$ cat config.mk
export PLATFORM = sky130hd
export DESIGN_NAME = gpio_pin_irq
export DESIGN_NICKNAME = d
export VERILOG_FILES = /design/src/rtl/gpio_irq_pkg.sv /design/src/rtl/gpio_irq_ctrl.sv /design/src/rtl/gpio_irq_dp.sv /design/src/rtl/gpio_pin_irq.sv
export SDC_FILE = /design/constraint.sdc
export NUM_CORES = 1
export LEC_CHECK = 0
export CAP_MARGIN = 20
export CORE_AREA = 3 3 40 42
export DETAILED_ROUTE_END_ITERATION = 6
export DIE_AREA = 0 0 43 45
export PLACE_DENSITY = 0.54
export SYNTH_ARGS = -nofsm -noshare
export SYNTH_HDL_FRONTEND = slang
export SYNTH_SLANG_ARGS = --single-unit
$ cat constraint.sdc
create_clock -name clk -period 0.95 [get_ports clk]
set_clock_uncertainty 0.15 [all_clocks]
set_input_delay 0.1425 -clock clk [delete_from_list [all_inputs] [get_ports clk]]
set_output_delay 0.1425 -clock clk [all_outputs]
set_load 0.03 [all_outputs]
$ cat src/rtl/gpio_irq_pkg.sv
package gpio_irq_pkg;
  localparam int ACT_W = 2;

  typedef enum logic [ACT_W-1:0] {
    ACT_LOW  = 2'b00,
    ACT_HIGH = 2'b01,
    ACT_BOTH = 2'b10,
    ACT_RSVD = 2'b11
  } actSel_e;

  typedef struct packed {
    logic setStatus;
    logic setWake;
  } irqStrobe_t;
endpackage

$ cat src/rtl/gpio_irq_ctrl.sv
module gpio_irq_ctrl
  import gpio_irq_pkg::*;
(
  input  logic       clk,
  input  logic       rstN,
  input  logic       pinLevel,
  input  logic       levelTrig,
  input  actSel_e    activeSel,
  input  logic       intEnable,
  input  logic       wakeEnable,
  output irqStrobe_t strb
);
  logic prevLevel;
  logic primed;
  logic risingEdge;
  logic fallingEdge;
  logic eventHit;

  always_ff @(posedge clk or negedge rstN) begin
    if (!rstN) begin
      prevLevel <= 1'b0;
      primed    <= 1'b0;
    end else begin
      prevLevel <= pinLevel;
      primed    <= 1'b1;
    end
  end

  assign risingEdge  = primed && !prevLevel && pinLevel;
  assign fallingEdge = primed && prevLevel && !pinLevel;

  always_comb begin
    eventHit = 1'b0;
    if (levelTrig) begin
      unique case (activeSel)
        ACT_LOW:  eventHit = !pinLevel;
        ACT_HIGH: eventHit = pinLevel;
        default:  eventHit = 1'b0;
      endcase
    end else begin
      unique case (activeSel)
        ACT_LOW:  eventHit = fallingEdge;
        ACT_HIGH: eventHit = risingEdge;
        ACT_BOTH: eventHit = risingEdge || fallingEdge;
        default:  eventHit = 1'b0;
      endcase
    end
  end

  assign strb.setStatus = eventHit && intEnable;
  assign strb.setWake   = eventHit && wakeEnable;


  rsvd_silent_chk: assert property (@(posedge clk) disable iff (!rstN)
    (activeSel == ACT_RSVD) |-> !(strb.setStatus || strb.setWake));


  enable_gates_chk: assert property (@(posedge clk) disable iff (!rstN)
    strb.setStatus |-> intEnable);


  edge_needs_change_chk: assert property (@(posedge clk) disable iff (!rstN)
    (!levelTrig && (strb.setStatus || strb.setWake)) |-> (pinLevel != prevLevel));
endmodule

$ cat src/rtl/gpio_irq_dp.sv
module gpio_irq_dp
  import gpio_irq_pkg::*;
(
  input  logic       clk,
  input  logic       rstN,
  input  irqStrobe_t strb,
  input  logic       statusClr,
  input  logic       wakeClr,
  input  logic       intMask,
  input  logic       wakeEnable,
  output logic       intStatus,
  output logic       wakeStatus,
  output logic       irqReq
);
  always_ff @(posedge clk or negedge rstN) begin
    if (!rstN) begin
      intStatus  <= 1'b0;
      wakeStatus <= 1'b0;
    end else begin
      intStatus  <= strb.setStatus || (intStatus && !statusClr);
      wakeStatus <= strb.setWake || (wakeStatus && !wakeClr);
    end
  end

  assign irqReq = (intStatus && intMask) || (wakeStatus && wakeEnable);


  clear_works_chk: assert property (@(posedge clk) disable iff (!rstN)
    (statusClr && !strb.setStatus) |=> !intStatus);


  event_beats_clear_chk: assert property (@(posedge clk) disable iff (!rstN)
    (strb.setStatus && statusClr) |=> intStatus);


  sticky_status_chk: assert property (@(posedge clk) disable iff (!rstN)
    (intStatus && !statusClr) |=> intStatus);


  wake_rise_chk: assert property (@(posedge clk) disable iff (!rstN)
    $rose(wakeStatus) |-> $past(strb.setWake));


  masked_quiet_chk: assert property (@(posedge clk) disable iff (!rstN)
    (!intMask && !(wakeStatus && wakeEnable)) |-> !irqReq);
endmodule

$ cat src/rtl/gpio_pin_irq.sv
module gpio_pin_irq
  import gpio_irq_pkg::*;
(
  input  logic             clk,
  input  logic             rstN,
  input  logic             pinLevel,
  input  logic             levelTrig,
  input  logic [ACT_W-1:0] activeSel,
  input  logic             intEnable,
  input  logic             intMask,
  input  logic             wakeEnable,
  input  logic             statusClr,
  input  logic             wakeClr,
  input  logic             outEnable,
  input  logic             outValue,
  output logic             intStatus,
  output logic             wakeStatus,
  output logic             irqReq,
  output logic             padOe,
  output logic             padOut,
  output logic             pinStatus
);
  irqStrobe_t strb;
  actSel_e    actSel;

  assign actSel = actSel_e'(activeSel);

  gpio_irq_ctrl u_ctrl (
    .clk        (clk),
    .rstN       (rstN),
    .pinLevel   (pinLevel),
    .levelTrig  (levelTrig),
    .activeSel  (actSel),
    .intEnable  (intEnable),
    .wakeEnable (wakeEnable),
    .strb       (strb)
  );

  gpio_irq_dp u_dp (
    .clk        (clk),
    .rstN       (rstN),
    .strb       (strb),
    .statusClr  (statusClr),
    .wakeClr    (wakeClr),
    .intMask    (intMask),
    .wakeEnable (wakeEnable),
    .intStatus  (intStatus),
    .wakeStatus (wakeStatus),
    .irqReq     (irqReq)
  );

  assign padOe     = outEnable;
  assign padOut    = outValue;
  assign pinStatus = pinLevel && !outEnable;
endmodule

==> key figures <==
Power and ir drop
  • Pwr Density: 1240 nW/um2
  • Clk pwr share: 0.359
  • Leak: 0.227 nW
  • Switch Pwr: 174 uW
  • Internal Pwr Total: 460 uW
  • Max IR drop VDD: 0.000384 V
  • Proportion of power drawn by combinational gates: 0.334
  • Switch share: 0.274
  • Sequential power share: 0.307

Critical path
  • CP Buf/Inv Count: 1
  • Largest delay contributor family on the critical path: flip-flops
  • Max incr delay on CP: 0.40 ns
  • CP Class: register to output pin
  • Critical Path Start Type: register
  • R2R setup slack: -0.17 ns
  • Slowest cell on crit path: dfrtp_2
  • Critical path endpoint category: output pin
  • WP data arrival: 1.00 ns
  • Worst Path Max Fanout: 2
  • Crit path cell chain: a22o_4, buf_6
  • Crit path required time: 0.66 ns

Final layout
  • Footprint of the multi-input gates: 158 um2
  • Most frequent cells in the layout: clkdlybuf4s50_1 (6), buf_6 (6), buf_4 (5)
  • Fillers: 131
  • Syn-to-layout area delta: 132%
  • Post-route insts no fill: 62
  • Layout Nets: 61
  • Antenna cells: 0
  • FF/Latch Area: 103 um2
  • Layout cells sized above 1: 0.511
  • Final instance area: 513 um2

Floorplan
  • Initial core utilization: 0.172
  • Die Span Y: 45 um
  • Die width: 43 um
  • Top-level I/O count: 19
  • Row count: 13
  • Core Box Area: 1280 um2
  • Die area: 1940 um2

GRT
  • First-pass GRT wire length: 910 um
  • Vias in the first global route: 236
  • GRT overflow: 0
  • Largest net degree at the start of global routing: 5
  • Initial antenna violation count: 0
  • GRT Util Overall: 0.0677

Status
  • Failing checks: negative hold slack, negative setup slack
  • Status: complete, but fails checks

Placement
  • Routability cong.: 0.656
  • Placed cell count: 57
  • PortBufs: 16
  • Hpwl dp: 470 um
  • Placed cell area: 414 um2
  • Dpl ws: -0.659 ns

Clock network
  • Clk_lat worst skew: 0.23 ns
  • Sink Count: 4
  • CTS buffer count: 3
  • Root Buffer: clkbuf_4
  • Reg clk slew, reported paths: 0.04 ns
  • CTS tree: done
  • Max Buffers Root-to-Sink: 2
  • H-tree levels: 1

Synth
  • Yosys reg bits: 4
  • Synth Cell Area: 221 um2
  • Leading area contributor after synthesis: dfrtp_1
  • Synth unique cells: 15
  • Synth top area share: 0.452
  • Syn_nets: 37
  • Synthesized instance count: 24
  • Syn_area_per_cell: 9.23 um2
  • YS warnings: 0
  • Post-synthesis sequential area ratio: 0.452
  • Synth area leaders: dfrtp_1 (45%), nor2b_1 (8.5%), buf_4 (6.8%)

STA
  • Setup WS post-layout: -0.343 ns
  • Fmax: 773 MHz
  • Hold slack: -0.0358 ns
  • Final setup fails: 5
  • Crit share post-route: 1.36
  • Minimum clock period: 1.29 ns
  • Count of final max-slew check failures: 0
  • Fin. Hold Viols: 5
  • RSZ-0062 raised after global routing: true

Min path
  • Hold WC Path Type: input port to asynchronous set/reset pin

Detailed routing
  • Total number of vias: 247
  • Drt initial violations: 0
  • DRT Pass-1 Iters: 1
  • Post-Route WL: 611 um
  • Antenna Violating Nets Remaining: 0
  • Vias per cell: 3.98
  • DR WL/cell: 9.85 um
  • DRC: 0

Flow run
  • Max Cap Viol: 0
## cell families (layout without fill, tap and decap cells)
group | after synthesis | after routing | synth area share
AND/OR/NAND/NOR | 8 | 8 | 0.198
AO/OA/AOI/OAI | 6 | 6 | 0.158
flip-flops | 4 | 4 | 0.452
buffers and inverters | 3 | 26 | 0.0847
other | 1 | 1 | 0.0169
XOR/XNOR | 1 | 1 | 0.0396
multiplexers | 1 | 1 | 0.0508
## power by group through the flow
stage / Clock, mW / Combinational [mW] / Sequential, mW
6_report: 0.228 / 0.212 / 0.194
5_1_grt: 0.242 / 0.225 / 0.196
4_1_cts: 0.238 / 0.208 / 0.194
3_5_place_dp: 0 / 0.175 / 0.197
3_3_place_gp: 0 / 0.175 / 0.197
2_1_floorplan: 0 / 0.0673 / 0.213
## layout make-up
cell class / instances / share of cell area
Timing Repair Buffer: 21 / 0.398
Multi-Input combinational cell: 17 / 0.307
Sequential cell: 4 / 0.200
Tap cell: 15 / 0.0366
Clock buffer: 4 / 0.0512
Inverter: 1 / 0.00732
## synth_stat cells
cell type,count
dfrtp_1,4
nor2b_1,3
a21oi_1,2
buf_4,2
nand2_1,2
o21ai_1,2
a22o_1,1
a31oi_1,1
conb_1,1
inv_1,1
mux2_2,1
nor2_1,1
nor3b_1,1
nor4_1,1
xor2_1,1
## timing repair
action | in CTS | in global routing
setup endpoints to repair | 7 | 6
pin swaps | 3 | 1
resized for setup | 24 | 2
hold endpoints to repair | 5 | 5
buffers inserted | 1 | 0
## registers in the layout (all words and copies together) (netlist names)
signal	count
u_dp.wakeStatus	1
u_ctrl.primed	1
u_dp.intStatus	1
u_ctrl.prevLevel	1
## worst reg2reg max path, cell delays in order (launching register included)
cell	delay, ns
dfrtp_2	0.40
buf_4	0.14
nor2b_1	0.12
a21oi_1	0.11
o21ai_1	0.08
## through the flow
| step | TNS (ns) | utilization | power (mW) | hold slack, ns |
|---|---|---|---|---|
| after floorplan | -0.299 | - | 0.281 | -0.303 |
| after global placement | -2.30 | 0.322 | 0.372 | 0.135 |
| after detailed placement | -2.33 | 0.322 | 0.372 | 0.135 |
| after CTS | -0.985 | 0.390 | 0.640 | -0.0368 |
| after global routing | -1.10 | 0.399 | 0.663 | -0.0369 |
| final | -0.966 | 0.399 | 0.634 | -0.0358 |
## final timing paths
kind | from | end | cells after the start
worst max-delay path | u_dp.wakeStatus | irqReq | 2
worst min-delay path | rstN | u_dp.intStatus | 1
worst max register to register | u_dp.wakeStatus | u_dp.wakeStatus | 4
worst min register to register | u_ctrl.primed | u_dp.wakeStatus | 2
max in group asynchronous | rstN | u_dp.wakeStatus | 1
min in group clk | pinLevel | u_ctrl.prevLevel | 2
## routing by layer
metal / vias up / share of wire / track usage
met4: 0 / 0 / 0.0542
met5: - / 0 / 0
li1: 127 / - / -
met2: 5 / 0.59 / 0.117
met3: 0 / 0.074 / 0.0279
met1: 115 / 0.33 / 0.0633
Power figures use the tool's default switching activity.
